[src/rtl/tcp_pkg.sv]
package tcp_pkg;

  typedef enum logic [1:0] {
    RES_IDLE  = 2'b00,
    RES_HIT   = 2'b01,
    RES_MISS  = 2'b10,
    RES_EVICT = 2'b11
  } res_e;

  function automatic int unsigned idx_width(input int unsigned n);
    return (n <= 1) ? 1 : $clog2(n);
  endfunction

endpackage

[src/rtl/tcp_way_match.sv]
module tcp_way_match #(
  parameter int unsigned WAYS  = 4,
  parameter int unsigned TAG_W = 32,
  parameter int unsigned IDX_W = 2
) (
  input  logic [WAYS-1:0]             valid,
  input  logic [WAYS-1:0][TAG_W-1:0]  tags,
  input  logic [WAYS-1:0][IDX_W-1:0]  ages,
  input  logic [TAG_W-1:0]            tag_in,
  output logic [WAYS-1:0]             hit_vec,
  output logic                        hit,
  output logic                        full,
  output logic [IDX_W-1:0]            sel_way
);

  logic [IDX_W-1:0] hit_idx, inv_idx, lru_idx;
  logic             any_inv;

  for (genvar g = 0; g < WAYS; g++) begin : g_cmp
    assign hit_vec[g] = valid[g] && (tags[g] == tag_in);
  end

  always_comb begin
    hit_idx = '0;
    inv_idx = '0;
    lru_idx = '0;
    any_inv = 1'b0;
    for (int i = 0; i < WAYS; i++) begin
      if (hit_vec[i]) hit_idx = IDX_W'(i);
      if (ages[i] == IDX_W'(WAYS - 1)) lru_idx = IDX_W'(i);
    end
    // scan downward so the lowest free way wins
    for (int i = WAYS - 1; i >= 0; i--) begin
      if (!valid[i]) begin
        inv_idx = IDX_W'(i);
        any_inv = 1'b1;
      end
    end
  end

  assign hit     = |hit_vec;
  assign full    = !any_inv;
  assign sel_way = hit ? hit_idx : (any_inv ? inv_idx : lru_idx);

endmodule

[src/rtl/tcp_lru_update.sv]
module tcp_lru_update #(
  parameter int unsigned WAYS  = 4,
  parameter int unsigned IDX_W = 2
) (
  input  logic [WAYS-1:0][IDX_W-1:0] ages_in,
  input  logic [IDX_W-1:0]           touch,
  output logic [WAYS-1:0][IDX_W-1:0] ages_out
);

  logic [IDX_W-1:0] old_rank;

  always_comb begin
    old_rank = '0;
    for (int i = 0; i < WAYS; i++) begin
      if (IDX_W'(i) == touch) old_rank = ages_in[i];
    end
    for (int i = 0; i < WAYS; i++) begin
      if (IDX_W'(i) == touch)          ages_out[i] = '0;
      else if (ages_in[i] < old_rank)  ages_out[i] = ages_in[i] + 1'b1;
      else                             ages_out[i] = ages_in[i];
    end
  end

endmodule

[src/rtl/tcp_sat_cnt.sv]
module tcp_sat_cnt #(
  parameter int unsigned CNT_W = 32
) (
  input  logic             clk,
  input  logic             rst,
  input  logic             inc,
  output logic [CNT_W-1:0] cnt
);

  localparam logic [CNT_W-1:0] TOP = '1;

  always_ff @(posedge clk) begin
    if (rst)                    cnt <= '0;
    else if (inc && cnt != TOP) cnt <= cnt + 1'b1;
  end

  p_sat_hold_r8: assert property (@(posedge clk) disable iff (rst)
    (cnt == TOP) |=> (cnt == TOP));

  p_step_r7: assert property (@(posedge clk) disable iff (rst)
    (inc && cnt != TOP) |=> (cnt == $past(cnt) + 1'b1));

  p_hold_r7: assert property (@(posedge clk) disable iff (rst)
    !inc |=> $stable(cnt));

endmodule

[src/rtl/tagcache_prof.sv]
module tagcache_prof #(
  parameter int unsigned ADDR_W   = 64,
  parameter int unsigned SET_BITS = 5,
  parameter int unsigned OFS_BITS = 5,
  parameter int unsigned WAYS     = 1,
  parameter int unsigned CNT_W    = 32
) (
  input  logic              clk,
  input  logic              rst,
  input  logic              in_valid,
  output logic              in_ready,
  input  logic [ADDR_W-1:0] in_addr,
  output logic              res_valid,
  output logic [1:0]        res_code,
  output logic [CNT_W-1:0]  hit_count,
  output logic [CNT_W-1:0]  miss_count,
  output logic [CNT_W-1:0]  evict_count
);
  import tcp_pkg::*;

  localparam int unsigned SETS  = 1 << SET_BITS;
  localparam int unsigned TAG_W = ADDR_W - SET_BITS - OFS_BITS;
  localparam int unsigned IDX_W = idx_width(WAYS);

  logic [SETS-1:0][WAYS-1:0]             valid_q;
  logic [SETS-1:0][WAYS-1:0][TAG_W-1:0]  tag_q;
  logic [SETS-1:0][WAYS-1:0][IDX_W-1:0]  age_q;

  logic [SET_BITS-1:0]          set_idx;
  logic [TAG_W-1:0]             tag_in;
  logic                         acc;
  logic [WAYS-1:0]              hit_vec;
  logic                         hit, full;
  logic [IDX_W-1:0]             sel_way;
  logic [WAYS-1:0][IDX_W-1:0]   new_ages;
  res_e                         code_d;
  logic [2:0]                   inc_vec;
  logic [2:0][CNT_W-1:0]        cnt_arr;

  assign in_ready = !rst;
  assign acc      = in_valid && in_ready;
  assign set_idx  = in_addr[OFS_BITS +: SET_BITS];
  assign tag_in   = in_addr[ADDR_W-1 -: TAG_W];

  tcp_way_match #(.WAYS(WAYS), .TAG_W(TAG_W), .IDX_W(IDX_W)) u_match (
    .valid   (valid_q[set_idx]),
    .tags    (tag_q[set_idx]),
    .ages    (age_q[set_idx]),
    .tag_in  (tag_in),
    .hit_vec (hit_vec),
    .hit     (hit),
    .full    (full),
    .sel_way (sel_way)
  );

  tcp_lru_update #(.WAYS(WAYS), .IDX_W(IDX_W)) u_lru (
    .ages_in  (age_q[set_idx]),
    .touch    (sel_way),
    .ages_out (new_ages)
  );

  always_comb begin
    if (hit)       code_d = RES_HIT;
    else if (full) code_d = RES_EVICT;
    else           code_d = RES_MISS;
  end

  always_ff @(posedge clk) begin
    if (rst) begin
      valid_q   <= '0;
      res_valid <= 1'b0;
      res_code  <= RES_IDLE;
      for (int s = 0; s < SETS; s++)
        for (int w = 0; w < WAYS; w++)
          age_q[s][w] <= IDX_W'(w);
    end else begin
      res_valid <= acc;
      res_code  <= acc ? code_d : RES_IDLE;
      if (acc) begin
        valid_q[set_idx][sel_way] <= 1'b1;
        tag_q[set_idx][sel_way]   <= tag_in;
        age_q[set_idx]            <= new_ages;
      end
    end
  end

  assign inc_vec[0] = acc && hit;
  assign inc_vec[1] = acc && !hit;
  assign inc_vec[2] = acc && !hit && full;

  for (genvar g = 0; g < 3; g++) begin : g_cnt
    tcp_sat_cnt #(.CNT_W(CNT_W)) u_cnt (
      .clk (clk),
      .rst (rst),
      .inc (inc_vec[g]),
      .cnt (cnt_arr[g])
    );
  end

  assign hit_count   = cnt_arr[0];
  assign miss_count  = cnt_arr[1];
  assign evict_count = cnt_arr[2];

  // recency ranks of the indexed set stay a permutation
  for (genvar k = 0; k < WAYS; k++) begin : g_perm
    logic [WAYS-1:0] eq_k;
    for (genvar w = 0; w < WAYS; w++) begin : g_eq
      assign eq_k[w] = (age_q[set_idx][w] == IDX_W'(k));
    end
    p_age_perm_r5: assert property (@(posedge clk) disable iff (rst)
      $onehot(eq_k));
  end

  p_tag_unique_r2: assert property (@(posedge clk) disable iff (rst)
    $onehot0(hit_vec));

  p_addr_known_r10: assert property (@(posedge clk) disable iff (rst)
    in_valid |-> !$isunknown(in_addr));

  p_one_result_r6: assert property (@(posedge clk) disable iff (rst)
    acc |=> res_valid);

  p_no_result_r6: assert property (@(posedge clk) disable iff (rst)
    !acc |=> (!res_valid && res_code == RES_IDLE));

  p_fill_free_r3: assert property (@(posedge clk) disable iff (rst)
    (acc && !hit && !full) |=> (res_code == RES_MISS));

  p_evict_full_r4: assert property (@(posedge clk) disable iff (rst)
    (acc && !hit && full) |=> (res_code == RES_EVICT));

  p_reset_clear_r9: assert property (@(posedge clk)
    rst |=> (!res_valid && hit_count == '0 && miss_count == '0 && evict_count == '0));

endmodule

[config.mk]
export PLATFORM = sky130hd
export DESIGN_NAME = tagcache_prof
export DESIGN_NICKNAME = d
export VERILOG_FILES = /design/src/rtl/tcp_pkg.sv /design/src/rtl/tcp_way_match.sv /design/src/rtl/tcp_lru_update.sv /design/src/rtl/tcp_sat_cnt.sv /design/src/rtl/tagcache_prof.sv
export SDC_FILE = /design/constraint.sdc
export NUM_CORES = 2
export LEC_CHECK = 0
export CAP_MARGIN = 20
export CORE_ASPECT_RATIO = 0.75
export CORE_MARGIN = 3
export CORE_UTILIZATION = 64
export CTS_BUF_LIST = sky130_fd_sc_hd__clkbuf_8
export CTS_CLUSTER_SIZE = 16
export DETAILED_ROUTE_END_ITERATION = 8
export GPL_ROUTABILITY_DRIVEN = 1
export PLACE_DENSITY_LB_ADDON = 0.08
export SLEW_MARGIN = 20
export SYNTH_ARGS = -nofsm -noshare
export SYNTH_HDL_FRONTEND = slang
export SYNTH_SLANG_ARGS = --single-unit
export TNS_END_PERCENT = 20
[constraint.sdc]
create_clock -name clk -period 7.2 [get_ports clk]
set_input_delay 1.44 -clock clk [delete_from_list [all_inputs] [get_ports clk]]
set_output_delay 1.44 -clock clk [all_outputs]
set_load 0.005 [all_outputs]
After elaboration in Yosys (flattened, before gate mapping)
Cells that the tools add are included.
W data, S select, Z words.

word-level totals
  register bits after elaboration = 1859
  input bits = 67
  output and inout bits = 100
  word-level logic and storage cells = 107

cells by class
  add/subtract/negate cells = 3
  $lt $le $gt $ge = 2
  equality and inequality tests = 4
  muxes and demuxes = 11
  bitwise operators = 3
  reduce and logical (&&, ||, !) cells = 14

operator list
  operator                 number
  $bwmux W1728             1
  $bmux W54 S5             1
  $demux W54 S5            1
  $mux W54                 2
  $add A32 B1 Y32 const B  3
  $ne A32 B32 Y1 const B   3
  $eq A54 B54 Y1           1
  $or A32 B32 Y32          1
  $logic_and A1 B1 Y1      9
  $lt A5 B6 Y1 const B     1
  $bmux W1 S5              1
  $demux W1 S5             1
  $ge A5 B1 Y1 const B     1
  $mux W1                  4
  $reduce_or A3 Y1         1
  $logic_not A1 Y1         2
  $not A1 Y1               2
  $reduce_and A2 Y1        1
  $reduce_or A2 Y1         1

Longest topological paths before layout
  depth after elaboration = 8
  mapped depth = 18

Hierarchy
A second synthesis with hierarchy kept.

second synthesis, totals
  cell total of the unflattened synthesis = 4433
  area total of the unflattened synthesis = 73923.4 µm²

by module, submodules not included
  module          times used  cells an instance  area an instance (µm²)  seq. area each (µm²)
  tagcache_prof   1           3749               68240.4                 53231.1
  tcp_sat_cnt     3           199                1674.1                  640.6
  tcp_way_match   1           86                 654.4                   0.0
  tcp_lru_update  1           1                  6.3                     0.0

Worst setup path before layout
OpenSTA, ideal clock, no wires.

  path type = input to register
  from = input port in_addr[5]
  to = register tag_q[1674] (netlist name), enable pin
  data arrival time = 5.470 ns
  setup slack = 1.262 ns
  cell stages on the path = 8
  cells stage by stage = clkbuf_1 -> buf_2 -> buf_2 -> buf_2 -> buf_2 -> buf_1 -> nand3_1 -> nor2_1

RTL lines
  element                        line                 RTL
  start, declared                tagcache_prof.sv:12  input logic [ADDR_W-1:0] in_addr,
  end signal, assigned by index  tagcache_prof.sv:81  tag_q[set_idx][sel_way] <= tag_in;
  end, declared                  tagcache_prof.sv:26  logic [SETS-1:0][WAYS-1:0][TAG_W-1:0] tag_q;

Worst setup path in the final report
  from = input port in_addr[8]
  to = register g_cnt[1].u_cnt.cnt[9]

on the way
  word-level cells in the longest chain between the ends = 7
  elaborated cells between the ends (all ways) = 9

ends and longest elaborated chain
  element                         line                 RTL
  $bmux W54 S5                    tagcache_prof.sv:47  .tags (tag_q[set_idx]),
  $mux W54 (implied by the code)  tagcache_prof.sv:47
  $eq A54 B54 Y1                  tcp_way_match.sv:20  assign hit_vec[g] = valid[g] && (tags[g] == tag_in);
  $logic_and A1 B1 Y1 (*)         tcp_way_match.sv:20
  $logic_not A1 Y1 (*)            tagcache_prof.sv:88  assign inc_vec[1] = acc && !hit;
  $logic_and A1 B1 Y1 (*)         tagcache_prof.sv:88
  $logic_and A1 B1 Y1 (*)         tcp_sat_cnt.sv:14    else if (inc && cnt != TOP) cnt <= cnt + 1'b1;
  end signal, assigned            tcp_sat_cnt.sv:14
  end, declared                   tcp_sat_cnt.sv:7     output logic [CNT_W-1:0] cnt

Every way passes the cells marked *; elsewhere a longest branch is shown, timed or not. The select of a mux whose other input is x is not followed.
A chain may end at the register's enable or synchronous reset.

==> PnR_summary.wiki <==
{| class="wikitable"
! Metric !! Value
|-
| Num CTS Buffers || 288
|-
| Period utilization || 82.6%
|-
| Kind of capture point of the worst setup path || flop
|-
| Cell variety after synth || 61
|-
| Detail-routed via count per cell || 6.73
|-
| Clk slew on worst S/H paths || 0.06 ns
|-
| Die Footprint || 118000 um2
|-
| Relative slew slack || 18.6%
|-
| Mapped Nets || 4385
|-
| Count of pins over their slew limit || 0
|-
| Final hold slack || 0.472 ns
|-
| Worst skew pair latency || 0.98 ns
|-
| Number of enable-type register cells in the synthesized netlist || 1728
|-
| Post-detailed-route wirelength per cell || 31.5 um
|-
| Start point of the worst hold path || valid_q[11]$_SDFFE_PP0P_
|-
| Final net count || 4779
|-
| Start of the worst register-to-register path || tag_q[190]$_DFFE_PP_
|-
| Post-CTS Setup Repair Bufs || 0
|-
| Commonest non-fill, non-tap cell in the layout || edfxtp_1
|-
| Final cell utilization of the core || 73.2%
|-
| Detailed router's first-iteration violation count || 5872
|-
| Area inside the core boundary || 112000 um2
|-
| Post_cts resized || 0
|-
| Number of I/O pins || 167
|-
| Vias || 43200
|-
| Power after layout || 20.6 mW
|-
| Number of endpoints with negative hold slack in the final report || 0
|-
| Kind of critical path || primary input to flop
|-
| Final Instance Count excl. Fillers || 6409
|-
| Final period demand of the worst path || 5.95 ns
|-
| Most frequent cells in the layout || edfxtp_1, mux2i_1, o22ai_1, clkbuf_8, clkdlybuf4s50_1
|-
| Hold buffers post-CTS || 0
|-
| Tot GR Track Use || 33.9%
|-
| Post-DRT Antenna Nets || 0
|-
| Crit start category || primary input
|-
| Setup repair after global routing missed its margin || false
|-
| Share of synthesized flip-flops with an asynchronous set or reset || 0%
|-
| Largest net degree at the start of global routing || 101
|-
| Wire length of the first global-routing pass || 286000 um
|-
| Number of detailed-route iterations in the first pass || 6
|-
| Die extent in x || 395 um
|-
| F_max || 0.168 GHz
|-
| Number of H-tree levels || 5
|-
| Max-cap violations || 0
|-
| Area growth, synth to finish || 12.9%
|-
| Initial core utilization || 64.8%
|-
| Arrival time at the worst endpoint || 6.77 ns
|-
| Vias in the first global route || 40700
|-
| Predominant post-synthesis flop cell || edfxtp_1
|-
| Setup Skew || 0.0467 ns
|-
| Share of post-route cells with drive strength above 1 || 12.6%
|-
| Worst hold path class || flop to flop
|-
| Register-to-Register Path Depth || 10
|-
| Hold depth || 2
|-
| Total number of clock tree sinks || 1859
|-
| Crit-path max FO || 100
|-
| Total of flip-flops plus latches after synthesis || 1859
|-
| Sequential-to-total area share from yosys stat || 75.0%
|-
| Worst path required time || 8.03 ns
|-
| Reg-to-reg setup timing slack || 2.93 ns
|-
| Summed instance area of the synthesized netlist || 72600 um2
|-
| Synthesis warning total || 0
|-
| Root buf cell || clkbuf_8
|-
| Detailed Place HPWL || 106000 um
|-
| Worst ir drop on vdd || 0.232 mV
|-
| Bufs on Longest Clock Path || 4
|-
| CP Launch Point || in_addr[8]
|-
| Placed cell count || 5929
|-
| Ratio of total power to cell area || 251 nW/um2
|-
| Die Ht || 298 um
|-
| Run status || completed
|-
| Clock tree from TritonCTS || yes
|-
| Worst-margin pin slew || 1.22 ns
|-
| Final RePlAce weighted congestion || 0.824
|-
| Setup Viol. Count Final || 0
|-
| Drt drc || 0
|-
| Synthesized instance count || 4315
|-
| Port buffer count || 161
|-
| Number of rows created at floorplan || 106
|-
| Setup TNS || 0 ns
|-
| Initial antenna violation count || 7
|-
| Syn_area_per_cell || 16.8 um2
|-
| Grt ovf || 0
|-
| Total Routed Length || 202000 um
|-
| Lkg Pwr || 28.6 nW
|}
## flip-flops by register name, indices dropped and copies added, names as in the netlist
register / count
valid_q: 32
tag_q: 1728
res_valid: 1
res_code: 2
g_cnt.u_cnt.cnt: 96
## through the flow
step	instance area, um2	worst slack [ns]
final	82000	1.25
after global placement	77100	0.456
after detailed placement	77100	0.443
after CTS	82000	1.44
after floorplan	72600	1.26
after global routing	82000	1.08
## logic make-up after synthesis
| family | Yosys count | share of synthesized area (%) |
|---|---|---|
| buffers and inverters | 259 | 1.65 |
| adders and majority gates | 3 | 0.0517 |
| xor gates and xnor gates | 10 | 0.121 |
| AOI/OAI and AO/OA | 604 | 5.23 |
| and+or+nand+nor | 667 | 5.13 |
| muxes | 913 | 12.8 |
| DFF | 1859 | 75.0 |
## worst paths after layout
check | to
setup / recovery | g_cnt[1].u_cnt.cnt[9]$_SDFFE_PP0P_
hold / removal | valid_q[11]$_SDFFE_PP0P_
setup reg to reg | g_cnt[0].u_cnt.cnt[8]$_SDFFE_PP0P_
hold reg to reg | valid_q[11]$_SDFFE_PP0P_
## critical path, stage by stage
cell and delay, ns:
clkdlybuf4s50_1 0.92, or4b_4 0.48, buf_4 0.40, buf_4 0.40, o22ai_1 0.14, nor4_1 0.34
nand2_1 0.13, xor2_1 0.23, nor4_1 0.90, nand4_1 0.34, nor2_4 0.21, buf_12 0.30
nor4_1 0.13, mux2_2 0.29
## cells in the mapped netlist, types with 4 or more instances
cell	count	area [um2]
o31ai_1	25	188
and4_1	11	96.3
nand2_1	57	214
buf_2	144	721
mux2_1	4	45.0
a21oi_1	66	330
nor2b_1	36	225
nand4_1	45	282
o211ai_1	5	37.5
nor2_1	174	653
o22ai_1	440	2750
o21ai_0	18	90.1
mux4_2	8	180
and2_1	6	37.5
nand4b_1	4	35.0
a31oi_1	4	25.0
buf_1	12	45.0
clkbuf_1	78	293
buf_6	6	67.6
nor3_1	17	85.1
and3_1	35	219
nand4bb_1	6	67.6
or3_1	21	131
nand3_1	60	300
xor2_1	9	78.8
a31o_2	7	61.3
a21o_1	10	75.1
or4_1	34	255
mux2i_1	867	8680
dfxtp_1	131	2620
inv_1	17	63.8
nor4_1	126	788
mux2_2	34	383
nor3b_1	4	30.0
a21boi_0	13	97.6
edfxtp_1	1728	51900
and3b_1	15	131
## where the power goes
| group | total, mW | switching [mW] | leakage [nW] | internal (mW) |
|---|---|---|---|---|
| logic | 0.988 | 0.647 | 9.16 | 0.340 |
| registers | 11.9 | 0.0180 | 16.6 | 11.9 |
| clock network | 7.70 | 3.87 | 2.83 | 3.83 |
| total | 20.6 | 4.54 | 28.6 | 16.0 |
## final cells by class
class / count / area (um2)
multi-input cells: 2197 / 17300
fillers: 6948 / 30100
repair buffers: 345 / 3380
clock inverters: 176 / 738
diodes: 5 / 12.5
inverters: 18 / 67.6
well taps: 1512 / 1890
clock buffers: 297 / 4090
flip-flops and latches: 1859 / 54500
## per-layer routing
layer | track usage [%] | part of all wire (%)
met1 | 50.3 | 40
met2 | 51.1 | 46
met3 | 6.74 | 12
met4 | 11.0 | 2.7
met5 | 0 | 0.011
Note: power is estimated with default switching activity, not from simulation.
